### src/rtl/fkg_pkg.sv
// Shared encodings for the storage key checker.
// Assumes a 7-bit frame key: [3:0] control, [4] fetch guard, [5] reference, [6] change.
package fkg_pkg;
    localparam int ACC_W   = 4;
    localparam int KEY_W   = 7;
    localparam int GUARD_B = 4;
    localparam int REF_B   = 5;
    localparam int CHG_B   = 6;

    typedef enum logic [1:0] {
        KIND_OPFETCH = 2'd0,
        KIND_STORE   = 2'd1,
        KIND_IFETCH  = 2'd2,
        KIND_OPALT   = 2'd3
    } acc_kind_e;

    typedef enum logic [1:0] {
        MGT_IDLE     = 2'd0,
        MGT_SETKEY   = 2'd1,
        MGT_READKEY  = 2'd2,
        MGT_CLEARREF = 2'd3
    } mgt_op_e;
endpackage

### src/rtl/fkg_decide.sv
// Grant rule for one request against one frame key.
// Pure combinational; assumes the caller already applied any same-cycle key write.
module fkg_decide
    import fkg_pkg::*;
(
    input  logic             valid_i,
    input  logic             is_store_i,
    input  logic [ACC_W-1:0] acc_key_i,
    input  logic [KEY_W-1:0] frame_key_i,
    output logic             grant_o,
    output logic             deny_o
);
    logic master;
    logic match;
    logic open_fetch;

    // Evaluate the three ways a request may pass.
    always_comb begin
        master     = (acc_key_i == '0);
        match      = (acc_key_i == frame_key_i[ACC_W-1:0]);
        open_fetch = !is_store_i && !frame_key_i[GUARD_B];
        grant_o    = valid_i && (master || match || open_fetch);
        deny_o     = valid_i && !(master || match || open_fetch);
    end
endmodule

### src/rtl/fkg_key_bank.sv
// Key storage, one register per frame, with write, reference-clear and usage marking.
// Assumes write and reference-clear never occur together (one management port);
// marking is applied after write or clear so a same-cycle access lands on top.
module fkg_key_bank
    import fkg_pkg::*;
#(
    parameter int FRAMES  = 16,
    localparam int FRAME_W = $clog2(FRAMES)
) (
    input  logic                           clk,
    input  logic                           rst_n,
    input  logic                           set_en_i,
    input  logic [FRAME_W-1:0]             set_frame_i,
    input  logic [KEY_W-1:0]               set_key_i,
    input  logic                           clr_en_i,
    input  logic [FRAME_W-1:0]             clr_frame_i,
    input  logic                           mark_en_i,
    input  logic [FRAME_W-1:0]             mark_frame_i,
    input  logic                           mark_store_i,
    output logic [FRAMES-1:0][KEY_W-1:0]   keys_o
);
    for (genvar f = 0; f < FRAMES; f++) begin : g_frame
        logic [KEY_W-1:0] nxt;

        // Next key: write or clear first, then usage marks.
        always_comb begin
            nxt = keys_o[f];
            if (set_en_i && set_frame_i == FRAME_W'(f)) nxt = set_key_i;
            if (clr_en_i && clr_frame_i == FRAME_W'(f)) nxt[REF_B] = 1'b0;
            if (mark_en_i && mark_frame_i == FRAME_W'(f)) begin
                nxt[REF_B] = 1'b1;
                if (mark_store_i) nxt[CHG_B] = 1'b1;
            end
        end

        // Hold the frame key; zero on reset.
        always_ff @(posedge clk) begin
            if (!rst_n) keys_o[f] <= '0;
            else        keys_o[f] <= nxt;
        end
    end

    assert_mark_ref_R7: assert property (@(posedge clk) disable iff (!rst_n)
        mark_en_i |=> keys_o[$past(mark_frame_i)][REF_B]);
    assert_mark_chg_R7: assert property (@(posedge clk) disable iff (!rst_n)
        (mark_en_i && mark_store_i) |=> keys_o[$past(mark_frame_i)][CHG_B]);
    assert_clear_ref_R11: assert property (@(posedge clk) disable iff (!rst_n)
        (clr_en_i && !(mark_en_i && mark_frame_i == clr_frame_i))
            |=> !keys_o[$past(clr_frame_i)][REF_B]);
endmodule

### src/rtl/fkg_readback.sv
// Registers the management read result one cycle after a read or clear operation.
// Assumes key_i is the frame key before any same-cycle update.
module fkg_readback
    import fkg_pkg::*;
(
    input  logic             clk,
    input  logic             rst_n,
    input  logic             rd_en_i,
    input  logic [KEY_W-1:0] key_i,
    output logic [KEY_W-1:0] rkey_o,
    output logic             ref_old_o,
    output logic             rdone_o
);
    // Capture the key on a read, otherwise return to zero.
    always_ff @(posedge clk) begin
        if (!rst_n || !rd_en_i) begin
            rkey_o    <= '0;
            ref_old_o <= 1'b0;
            rdone_o   <= 1'b0;
        end else begin
            rkey_o    <= key_i;
            ref_old_o <= key_i[REF_B];
            rdone_o   <= 1'b1;
        end
    end

    assert_ref_copy_R11: assert property (@(posedge clk) disable iff (!rst_n)
        rdone_o |-> (ref_old_o == rkey_o[REF_B]));
endmodule

### src/rtl/frame_key_guard.sv
// Storage key protection checker: judges each request against its frame key,
// marks usage on granted requests and serves key management operations.
// Assumes FRAMES is a power of two; a key write is ordered before a same-cycle request.
module frame_key_guard
    import fkg_pkg::*;
#(
    parameter int FRAMES  = 16,
    localparam int FRAME_W = $clog2(FRAMES)
) (
    input  logic               clk,
    input  logic               rst_n,
    input  logic               req_valid,
    input  logic [FRAME_W-1:0] req_frame,
    input  logic [1:0]         req_kind,
    input  logic [3:0]         req_key,
    output logic               rsp_grant,
    output logic               rsp_prot_exc,
    input  logic [1:0]         mgt_op,
    input  logic [FRAME_W-1:0] mgt_frame,
    input  logic [6:0]         mgt_wkey,
    output logic [6:0]         mgt_rkey,
    output logic               mgt_ref_old,
    output logic               mgt_rdone
);
    logic [FRAMES-1:0][KEY_W-1:0] keys;
    logic [KEY_W-1:0]             eff_key;
    logic                         is_store;
    logic                         set_en;
    logic                         grant;
    logic                         deny;

    // Decode operation and forward a same-cycle key write to the request.
    always_comb begin
        set_en   = (mgt_op_e'(mgt_op) == MGT_SETKEY);
        is_store = (acc_kind_e'(req_kind) == KIND_STORE);
        eff_key  = (set_en && mgt_frame == req_frame) ? mgt_wkey : keys[req_frame];
    end

    fkg_decide u_decide (
        .valid_i     (req_valid),
        .is_store_i  (is_store),
        .acc_key_i   (req_key),
        .frame_key_i (eff_key),
        .grant_o     (grant),
        .deny_o      (deny)
    );

    fkg_key_bank #(.FRAMES(FRAMES)) u_bank (
        .clk          (clk),
        .rst_n        (rst_n),
        .set_en_i     (set_en),
        .set_frame_i  (mgt_frame),
        .set_key_i    (mgt_wkey),
        .clr_en_i     (mgt_op_e'(mgt_op) == MGT_CLEARREF),
        .clr_frame_i  (mgt_frame),
        .mark_en_i    (grant),
        .mark_frame_i (req_frame),
        .mark_store_i (is_store),
        .keys_o       (keys)
    );

    fkg_readback u_rdback (
        .clk       (clk),
        .rst_n     (rst_n),
        .rd_en_i   (mgt_op_e'(mgt_op) == MGT_READKEY || mgt_op_e'(mgt_op) == MGT_CLEARREF),
        .key_i     (keys[mgt_frame]),
        .rkey_o    (mgt_rkey),
        .ref_old_o (mgt_ref_old),
        .rdone_o   (mgt_rdone)
    );

    // Register the outcome pulses.
    always_ff @(posedge clk) begin
        if (!rst_n) begin
            rsp_grant    <= 1'b0;
            rsp_prot_exc <= 1'b0;
        end else begin
            rsp_grant    <= grant;
            rsp_prot_exc <= deny;
        end
    end

    assert_zero_key_grant_R2: assert property (@(posedge clk) disable iff (!rst_n)
        (req_valid && req_key == 4'h0) |=> rsp_grant);
    assert_store_mismatch_R3: assert property (@(posedge clk) disable iff (!rst_n)
        (req_valid && is_store && req_key != 4'h0 && req_key != eff_key[3:0]) |=> rsp_prot_exc);
    assert_guarded_fetch_R5: assert property (@(posedge clk) disable iff (!rst_n)
        (req_valid && !is_store && eff_key[GUARD_B] && req_key != 4'h0 && req_key != eff_key[3:0])
            |=> rsp_prot_exc);
    assert_single_outcome_R6: assert property (@(posedge clk) disable iff (!rst_n)
        !(rsp_grant && rsp_prot_exc));
    assert_outcome_needs_req_R6: assert property (@(posedge clk) disable iff (!rst_n)
        (rsp_grant || rsp_prot_exc) |-> $past(req_valid));
endmodule

### config.mk
export PLATFORM = sky130hd
export DESIGN_NAME = frame_key_guard
export DESIGN_NICKNAME = d
export VERILOG_FILES = /design/src/rtl/fkg_pkg.sv /design/src/rtl/fkg_decide.sv /design/src/rtl/fkg_key_bank.sv /design/src/rtl/fkg_readback.sv /design/src/rtl/frame_key_guard.sv
export SDC_FILE = /design/constraint.sdc
export NUM_CORES = 1
export LEC_CHECK = 0
export BUFFER_PORTS_ARGS = -buffer_cell sky130_fd_sc_hd__buf_2
export CORE_UTILIZATION = 56
export CTS_CLUSTER_SIZE = 14
export DETAILED_ROUTE_END_ITERATION = 6
export PLACE_DENSITY = 0.86
export SLEW_MARGIN = 20
export SYNTH_ARGS = -nofsm -noshare
export SYNTH_HDL_FRONTEND = slang
export SYNTH_HIERARCHICAL = 1
export SYNTH_SLANG_ARGS = --single-unit
### constraint.sdc
create_clock -name clk -period 3.8 [get_ports clk]
set_input_delay 0.95 -clock clk [delete_from_list [all_inputs] [get_ports clk]]
set_output_delay 0.95 -clock clk [all_outputs]
set_load 0.005 [all_outputs]
Word level (Yosys, flattened, before mapping)
Cells that the tools add are included.
{ "totals": {"word_cells": 241, "ff_bits": 123, "input_bits": 26, "out_inout_bits": 11} }
{ "classes": {"eq_ne": 36, "order_cmp": 2, "reduce_logical": 80, "muxes": 70} }
{ "op_table": {"columns": ["operator", "count"], "rows": [
  ["7-bit 2-to-1 mux", 17],
  ["4-bit equality test (second input constant)", 16],
  ["7-bit binary-select mux with 4-bit select", 2],
  ["1-bit logical AND", 52],
  ["3-bit nonzero test", 16],
  ["1-bit 2-to-1 mux", 33],
  ["4-bit by 3-bit equality test with 1-bit output (second input constant)", 8],
  ["2-bit 2-to-1 mux", 16],
  ["4-bit by 2-bit equality test with 1-bit output (second input constant)", 4],
  ["4-bit logical NOT", 3],
  ["4-bit by 5-bit less-than comparator with 1-bit output (second input constant)", 2],
  ["5-bit 2-to-1 mux", 2],
  ["4-bit by 1-bit equality test with 1-bit output (second input constant)", 2],
  ["4-bit equality test", 2],
  ["1-bit logical NOT", 5],
  ["2-bit by 1-bit equality test with 1-bit output (second input constant)", 2],
  ["2-bit equality test (second input constant)", 2],
  ["1-bit logical OR", 4]
]} }

Logic depth before layout (Yosys ltp)
Gate-level depths: netlist of the first run.
{ "depth": {"ltp_word": 9, "ltp_mapped": 13, "ltp_nobuf": 10} }

Modules after synthesis
The synthesis of the first run kept the hierarchy.
{ "by_module_without_submodules": {"columns": ["mod", "area_each_um2", "seq_area_each_um2", "cells_per_inst", "instances"], "rows": [
  ["fkg_key_bank", 4901.0, 2242.2, 579, 1],
  ["frame_key_guard", 1931.9, 40.0, 122, 1],
  ["fkg_readback", 219.0, 160.2, 17, 1],
  ["fkg_decide", 75.1, 0.0, 9, 1]
]} }

Worst setup path after synthesis of the first run
Ideal clock, no wire load.
{ "synth_timing": {"path_type": "input-to-reg", "from": "input port req_frame[0]", "to": "register u_bank/keys_o[5] (netlist name)", "required_ns": 3.714, "slack_ns": 0.083, "arrival_ns": 3.631, "stages": 12, "path_cell_list": "buf_6 -> buf_6 -> mux4_2 -> mux2i_1 -> mux2i_1 -> mux2_2 -> xor2_1 -> nor4_2 -> o31a_1 -> nor3b_2 -> a2111oi_0 -> a211oi_1"} }
{ "synth_via": {"elab_chain_len": 9, "word_cells_on_any_way": 15} }
{ "synth_lines": {"columns": ["element", "line_no", "rtl"], "rows": [
  ["start: declaration", "frame_key_guard.sv:13", "input logic [FRAME_W-1:0] req_frame,"],
  ["7-bit binary-select mux with 4-bit select or 4-bit equality test (tied branches)", "frame_key_guard.sv:36", "eff_key = (set_en && mgt_frame == req_frame) ? mgt_wkey : keys[req_frame];"],
  ["5-bit 2-to-1 mux (not written as such) or 1-bit logical AND (tied branches)", "frame_key_guard.sv:36", null],
  ["5-bit 2-to-1 mux (*)", "frame_key_guard.sv:36", null],
  ["net eff_key[1]", "frame_key_guard.sv:26", "logic [KEY_W-1:0] eff_key;"],
  ["4-bit equality test (*)", "fkg_decide.sv:20", "match = (acc_key_i == frame_key_i[ACC_W-1:0]);"],
  ["1-bit logical OR (*) (2 in a row)", "fkg_decide.sv:22", "grant_o = valid_i && (master || match || open_fetch);"],
  ["1-bit logical AND (*)", "fkg_decide.sv:22", null],
  ["net grant", "frame_key_guard.sv:29", "logic grant;"],
  ["1-bit logical AND (*)", "fkg_key_bank.sv:30", "if (mark_en_i && mark_frame_i == FRAME_W'(f)) begin"],
  ["3-bit nonzero test (no source line) or 2-bit 2-to-1 mux (tied branches)", null, null],
  ["end signal: indexed assignment", "fkg_key_bank.sv:39", "else keys_o[f] <= nxt;"],
  ["end: declaration", "fkg_key_bank.sv:20", "output logic [FRAMES-1:0][KEY_W-1:0] keys_o"]
]} }
Mark *: on every way through the listed nets, which the timed path passes. The rest lies on a longest branch. The select of a mux whose other input is x is not followed.
A chain may end at the register's enable or synchronous reset.

Final worst setup path of the first run
{ "layout_timing": {"from": "input port req_frame[0]", "to": "register u_bank/keys_o[89] (netlist name)"} }
Same word-level chain as after synthesis.

==> results by stage, run 1 <==
Setup path:
- The endpoint class of the critical path is a flop.
- Of all nets on the critical path, the largest fanout is 8.
- The most critical setup path has its startpoint at req_frame[0].
- STA classifies the critical path startpoint as an input pin.
- The logic depth of the worst register-to-register path is 10.
- The required time of the critical path is 4.05 ns.
- The critical path is of the in -> reg type.
- Data arrives at the worst endpoint at 3.99 ns.
- The startpoint of the worst register-to-register path is u_bank/keys_o[80].

CTS:
- Clock-pin slew was measured on the worst setup and hold paths at 0.05 ns.
- The clock tree from TritonCTS is built.
- The later pin in the worst-skew pair is clocked with a latency of 0.42 ns.
- The clock passes through at most 2 buffers.
- The number of clock buffers added by TritonCTS is 17.
- The clock tree synthesis step divided the H-tree into 4 levels.
- Buffers inserted to repair hold after CTS numbered 0.
- CTS saw 122 sinks.
- Clock tree synthesis selected as its root buffer the cell sky130_fd_sc_hd__clkbuf_16.

Yosys:
- The synthesis warning total is 6.
- The gate count after technology mapping is 711.
- Summing every instance area after synthesis gives 6860 µm².
- Averaged over all synthesized cells, the footprint is 9.65 µm².
- Synthesis produced a netlist with a net count of 737.

STA:
- The count of final max-slew check failures is 0.
- The remaining max-slew budget at the tightest pin is 31.4%.
- Setup violations remaining at the end of the flow were counted as 0.
- Summed over all failing endpoints, the final setup total negative slack is 0 ns.
- The worst path needs 3.74 ns of the cycle, external delays included.
- The slew at the pin closest to its max-slew limit is 1.03 ns.
- The worst hold slack across all endpoints is 0.479 ns.
- The clock skew is 0.00720 ns.
- For this run, the top clock speed supported by timing is 267 MHz.
- The final-report hold violation count is 0.
- The period utilization is 98.5%.

Final layout:
- Compared with the post-synthesis result, the final layout area differs by 12.2%.
- After filler insertion, the fill cell instance count of the layout stands at 856.
- The finished layout holds 871 standard cells, fillers aside.
- Cells with a size suffix above 1 make up 26.0% of the layout.
- In the final design database the tool counted 738 nets.

Power:
- The leakage power is 0.00258 µW.
- The fraction of power spent switching nets is 24.7%.
- The areal power density over the cells is 423 nW/µm².
- The clock network is responsible for 49.7% of the overall power.
- Summed over all nets, the switching power comes to 805 µW.
- Sequential cells account for 40.0% of the total power.
- Internal power comes to 2450 µW.
- IR analysis of the VDD net gives a maximum drop of 0.332 mV.
- The logic gate share of total power is 10.3%.

GRT:
- The number of global-route vias before repair came to 6709.
- The remaining global-route overflow is 0.
- The first-pass GRT wire length is 34700 µm.
- Global routing used 35.7% of the available tracks across all layers.
- Entering global routing, the biggest net connects 51 pins.
- The number of antenna violations at the first check in global routing is 1.

Run:
- The number of max-capacitance violations reported is 0.

Route:
- The final routed wire length divided by cell count is 25.4 µm.
- The routed design has 22100 µm of wire.
- The number of violations reported at the end of detailed-routing iteration 0 is 1267.
- The pre-antenna-repair detailed-routing pass consisted of 6 iterations.
- The number of design rule violations left after detail routing is 0.
- The detail route stage leaves a number of antenna-violating nets equal to 0.
- The total via count in the routed design is 6771.
- In the routed layout, each cell is associated on average with a via count of 7.77.

Placement:
- In this run, placement finished with an instance count of 839.
- The congestion estimate from routability-driven global placement came to 0.878.
- The detailed placer's ending HPWL is 13000 µm.
- The port buffer count is 36.

Die:
- The horizontal die dimension is 113 µm.
- Row generation in the floorplan step produced 40 rows.
- The area of the die is 12700 µm².
- In this run the vertical extent of the chip is 113 µm.
- The number of top-level design ports is 37.
- The floorplan core area is 12000 µm².
- The initial standard-cell utilization of the core is 57.4%.

Status:
- The run finished with clean final reports.

Min path:
- The number of instances on the worst hold path is 2.
- In this run the most critical hold path is launched from u_bank/keys_o[104].
- The class of the worst hold path is reg -> reg.
placed cells by master, fill, tap and decap left out, drive strengths merged, types with 5 or more instances in the layout:
cell type	count
mux4	55
a211oi	28
a21oi	95
clkinv	5
buf	79
a32oi	31
dfxtp	122
xor2	7
and2	6
o21ai	112
mux2	5
nand3	84
nor2b	6
clkbuf	21
and3	9
mux2i	15
through the flow:
stage / utilization [%] / worst slack, ns / area, µm² / total power (µW)
floorplan: - / 0.146 / 6860 / 1540
finish: 64.4 / 0.0571 / 7700 / 3260
global route: 64.4 / -0.0256 / 7700 / 3330
CTS: 64.2 / 0.128 / 7680 / 3240
detailed placement: 59.3 / -0.195 / 7100 / 1640
global placement: 59.3 / -0.0649 / 7100 / 1640
critical path, stage by stage:
cell and delay (ns):
sky130_fd_sc_hd__buf_2 0.15, sky130_fd_sc_hd__buf_12 0.15, sky130_fd_sc_hd__mux4_2 0.50, sky130_fd_sc_hd__mux2i_1 0.16, sky130_fd_sc_hd__mux2i_1 0.13, sky130_fd_sc_hd__mux2_2 0.32
sky130_fd_sc_hd__xor2_1 0.20, sky130_fd_sc_hd__nor4_2 0.08, sky130_fd_sc_hd__o31a_1 0.37, sky130_fd_sc_hd__and3_2 0.34, sky130_fd_sc_hd__a2111oi_1 0.53, sky130_fd_sc_hd__a211oi_1 0.11
power groups by stage:
stage	logic (µW)	clock network [µW]	registers (µW)
after floorplan	209	0	1330
after global placement	307	0	1330
after detailed placement	315	0	1330
after CTS	318	1620	1300
after global routing	345	1680	1300
final	337	1620	1300
registers in the layout (all words and copies together), names as in the netlist:
| register | cells |
|---|---|
| rsp_grant | 1 |
| u_bank/keys_o | 112 |
| u_rdback/rkey_o | 7 |
| u_rdback/rdone_o | 1 |
| rsp_prot_exc | 1 |
layer usage:
metal  global-route usage [%]  up-vias  share of wire, %
met5                        0        -                 0
met4                     24.7        0               6.8
met3                     10.4      154                14
met2                     54.5      711                44
met1                     43.8     3155                34
li1                         -     2751                 -
final cells by class:
cell class | instances | area [µm²] | area share [%]
clock buffers | 21 | 460 | 5.98
clock inverters | 9 | 123 | 1.59
diodes | 1 | 2.50 | 0.0325
well taps | 147 | 184 | 2.39
multi-input cells | 491 | 3930 | 51.1
flip-flops and latches | 122 | 2440 | 31.7
repair buffers | 79 | 553 | 7.18
inverters | 1 | 3.75 | 0.0487
final timing paths:
path	slack [ns]	to
max	0.06	u_bank/keys_o[89]
min reg2reg	0.48	u_bank/keys_o[104]
max reg2reg	0.60	u_bank/keys_o[89]
min	0.48	u_bank/keys_o[104]
timing repair:
| action | 4_1_cts | 5_1_grt |
|---|---|---|
| buffers inserted | 0 | 1 |
| endpoints found under the setup margin | 0 | 8 |
| resized for setup | 0 | 4 |
Note: power is estimated with default switching activity, not from simulation.
==> run 2: changes to the inputs <==
--- a/config.mk
+++ b/config.mk
@@ -6,10 +6,12 @@
 export NUM_CORES = 1
 export LEC_CHECK = 0
 export BUFFER_PORTS_ARGS = -buffer_cell sky130_fd_sc_hd__buf_2
-export CORE_UTILIZATION = 56
+export CELL_PAD_IN_SITES_DETAIL_PLACEMENT = 2
+export CELL_PAD_IN_SITES_GLOBAL_PLACEMENT = 2
+export CORE_UTILIZATION = 36
 export CTS_CLUSTER_SIZE = 14
 export DETAILED_ROUTE_END_ITERATION = 6
-export PLACE_DENSITY = 0.86
+export PLACE_DENSITY = 0.85
 export SLEW_MARGIN = 20
 export SYNTH_ARGS = -nofsm -noshare
 export SYNTH_HDL_FRONTEND = slang
==> run 2 against run 1 <==
Effect of this change: the flow now finishes with violations (design-rule violations, negative setup slack); cell area grew 4.2%; utilization shrank 21 points; via count grew 3.3%; combinational power grew 15%; non-clock buffer count grew 8; sequential share of layout area shrank 1.3 points; hold slack gained 0.018 ns; critical path depth grew 2; fmax shrank 3.8%.
==> results by stage, run 2 (synthesis gave the netlist of run 1 again) <==
Route:
- The final routed wire length divided by cell count is 34.1 µm (+35%).
- The number of iterations in the first detailed-routing pass is 7 (+1).
- The number of vias per cell came to 7.23 (-7.0%).
- The number of design rule violations left after detail routing was 2 (+2).
- The number of violations reported at the end of detailed-routing iteration 0 is 940 (-26%).
- The antenna violation net count after detailed routing came to 0 (unchanged).
- The total detailed-routing wirelength is 33000 µm (+49%).
- The total via count in the routed design came to 6993 (+3.3%).

CTS:
- The tree is rooted in a sky130_fd_sc_hd__clkbuf_16.
- The maximum level of the CTS H-tree was 4 (unchanged).
- The later-pin clock latency in the skew report is 0.44 ns (+0.02 ns).
- TritonCTS built the clock tree.
- The number of sinks driven by the clock tree is 122 (unchanged).
- The maximum buffer depth of the clock tree is 2 (unchanged).
- The total clock buffers created by CTS was 17 (unchanged).
- The clock slew seen by the registers of the worst setup and hold paths is 0.05 ns (about the same).

GRT:
- The number of global-route vias before repair is 7777 (+16%).
- The number of antenna violations at the first check in global routing was 0 (-1).
- The maximum number of pins on one net before global-route repair is 113 (+120%).
- The first-pass GRT wire length was 49100 µm (+42%).
- The global-route total usage across every layer was 34.0% (-1.7 points).
- The remaining global-route overflow is 0 (unchanged).

STA:
- The highest achievable clock rate is 257 MHz (-3.8%).
- The final total negative setup slack is -0.637 ns (-0.637 ns).
- The minimum clock period is 3.89 ns (+0.146 ns).
- The slew at the pin closest to its max-slew limit is 0.833 ns (-0.194 ns).
- The final-report setup violation count was 17 (+17).
- The count of final max-slew check failures was 0 (unchanged).
- The worst hold slack across all endpoints is 0.498 ns (+0.0184 ns).
- The setup slack after layout came to -0.0888 ns (-0.146 ns).
- The remaining max-slew budget at the tightest pin is 44.2% (+13 points).
- The final-report hold violation count is 0 (unchanged).
- The clock skew is 0.0140 ns (+0.00677 ns).
- The period utilization is 102% (+3.8 points).

Setup path:
- The kind of start point of the critical path is an input pin.
- The endpoint identified for the worst register-to-register timing path is u_bank/keys_o[26].
- The logic depth of the worst register-to-register path was 12 (+2).
- The type of the worst setup path is in -> reg.
- The required time of the critical path is 4.13 ns (+0.08 ns).
- In this run the worst setup path begins at req_frame[0].
- The startpoint of the worst register-to-register path is u_bank/keys_o[108].
- The endpoint arrival time on the critical path is 4.22 ns (+0.23 ns).
- The maximum fanout along the worst path is 7 (-1).
- The slack of the worst reg-to-reg path is 0.43 ns (-0.17 ns).
- STA classifies the critical path endpoint as a flop.
- The timing endpoint of the critical path is u_bank/keys_o[26].

Final layout:
- The final core utilization is 42.9% (-21 points).
- In the final layout, the registers with the most flip-flops are u_bank/keys_o: 112 flops, u_rdback/rkey_o: 7 flops.
- The footprint of the flip-flops and latches is 2440 µm² (unchanged).
- The multi-input logic area is 4000 µm² (+1.8%).
- The register with the most flip-flops is u_bank/keys_o.
- The ratio of cells with drive above 1 in the final layout is 28.4% (+2.4 points).
- The most common cell after layout, fill and taps aside is sky130_fd_sc_hd__dfxtp_1.
- Leaving out fill and tap cells, the most frequent cells in the layout are sky130_fd_sc_hd__dfxtp_1 (122), sky130_fd_sc_hd__a21oi_1 (94), sky130_fd_sc_hd__o21ai_0 (90).
- The number of nets in the final layout was 746 (+1.1%).
- The number of antenna diodes came to 0 (-1).
- The total of fill cells in the finished design was 1908 (+120%).
- The final design instance area without fill is 8030 µm² (+4.2%).
- The flip-flop count of the largest register after layout came to 112 (unchanged).
- The layout-stage area growth over the synthesis result is 17.0%.

Power:
- The peak ir drop on the vdd network is 0.244 mV (-27%).
- The leakage power is 0.00266 µW (+3.2%).
- The areal power density over the cells came to 427 nW/µm² (+0.97%).

Placement:
- The detailed placer's ending HPWL is 18200 µm (+40%).
- The placer congestion estimate is 0.844 (-3.8%).
- The setup slack at placement is -0.355 ns (-0.160 ns).
- The post-place instance area is 7220 µm² (+1.7%).
- The port buffer count came to 36 (unchanged).

Die:
- The area of the die is 19600 µm² (+54%).
- The number of top-level design ports is 37 (unchanged).
- The height of the die is 140 µm (+24%).
- The initial standard-cell utilization of the core is 36.7% (-21 points).
- The site row count is 50 (+25%).
- The horizontal die dimension is 140 µm (+24%).
- The floorplan core area is 18700 µm² (+56%).

Min path:
- The tightest min-delay check is of the reg -> reg type.
- The number of instances on the worst hold path is 2 (unchanged).

Status:
- The final reports fail on design-rule violations, negative setup slack.
- The run finished, with violations left.

Run:
- The number of max-capacitance violations reported is 0 (unchanged).
-- run 2: cell types whose count changed in the layout (fill, tap and decap cells not counted), moves of 2 or more --
cell | before | now
sky130_fd_sc_hd__a211oi_1 | 28 | 24
sky130_fd_sc_hd__a211oi_2 | 0 | 4
sky130_fd_sc_hd__buf_4 | 39 | 43
sky130_fd_sc_hd__clkinvlp_4 | 1 | 5
sky130_fd_sc_hd__buf_6 | 0 | 3
sky130_fd_sc_hd__clkbuf_1 | 2 | 0
sky130_fd_sc_hd__clkbuf_16 | 17 | 19
sky130_fd_sc_hd__clkbuf_8 | 2 | 4
sky130_fd_sc_hd__clkinv_2 | 5 | 3
-- run 2: worst min path at each step --
stage	startpoint	end	slack (ns)
2_1_floorplan	u_bank/keys_o[13]	u_bank/keys_o[13]	0.44
6_report	u_bank/keys_o[90]	u_bank/keys_o[90]	0.50
3_5_place_dp	u_bank/keys_o[111]	u_bank/keys_o[111]	0.47
5_1_grt	u_bank/keys_o[111]	u_bank/keys_o[111]	0.52
3_3_place_gp	u_bank/keys_o[13]	u_bank/keys_o[13]	0.44
4_1_cts	u_bank/keys_o[111]	u_bank/keys_o[111]	0.50
-- run 2: metrics by stage --
step	instances	power [µW]
global route	967	3510
finish	967	3430
global placement	929	1650
floorplan	711	1540
detailed placement	929	1670
CTS	963	3400
-- run 2: power breakdown --
group / internal (µW) / switching, µW / leakage, µW
Sequential: 1290 / 11.1 / 0.000985
Combinational: 118 / 268 / 0.00139
Clock: 1100 / 642 / 0.000293
-- run 2: worst max-delay path, stage by stage --
cell	delay [ns]
sky130_fd_sc_hd__buf_6	0.14
sky130_fd_sc_hd__clkbuf_16	0.17
sky130_fd_sc_hd__mux4_2	0.51
sky130_fd_sc_hd__mux2i_1	0.20
sky130_fd_sc_hd__mux2i_1	0.17
sky130_fd_sc_hd__mux2_2	0.30
sky130_fd_sc_hd__xor2_1	0.18
sky130_fd_sc_hd__nor4_2	0.38
sky130_fd_sc_hd__o31a_1	0.26
sky130_fd_sc_hd__buf_6	0.16
sky130_fd_sc_hd__nor3b_4	0.23
sky130_fd_sc_hd__buf_6	0.16
sky130_fd_sc_hd__a211oi_1	0.10
sky130_fd_sc_hd__a211oi_1	0.30
-- run 2: layer usage --
layer	part of all wire (%)	vias to the layer above	track usage, %
met5	0	-	1.00
met4	6.0	0	23.8
met3	9.0	178	7.73
met2	49	556	56.2
met1	36	3496	39.0
li1	-	2763	-
-- run 2: final cells by class --
type	count	area share [%]
Timing Repair Buffer	87	8.25
Clock inverter	11	1.78
Inverter	1	0.0468
Tap cell	234	3.65
Clock buffer	21	5.99
Multi-Input combinational cell	491	49.9
Sequential cell	122	30.4
-- run 2: what timing repair did --
action                                  CTS  global route
setup buffers                             2             2
resized for setup                         2            22
cloned                                    0             2
hold buffers                              0             0
endpoints found under the setup margin   26            26
pin swaps                                 1             9
hold endpoints to repair                  0             0
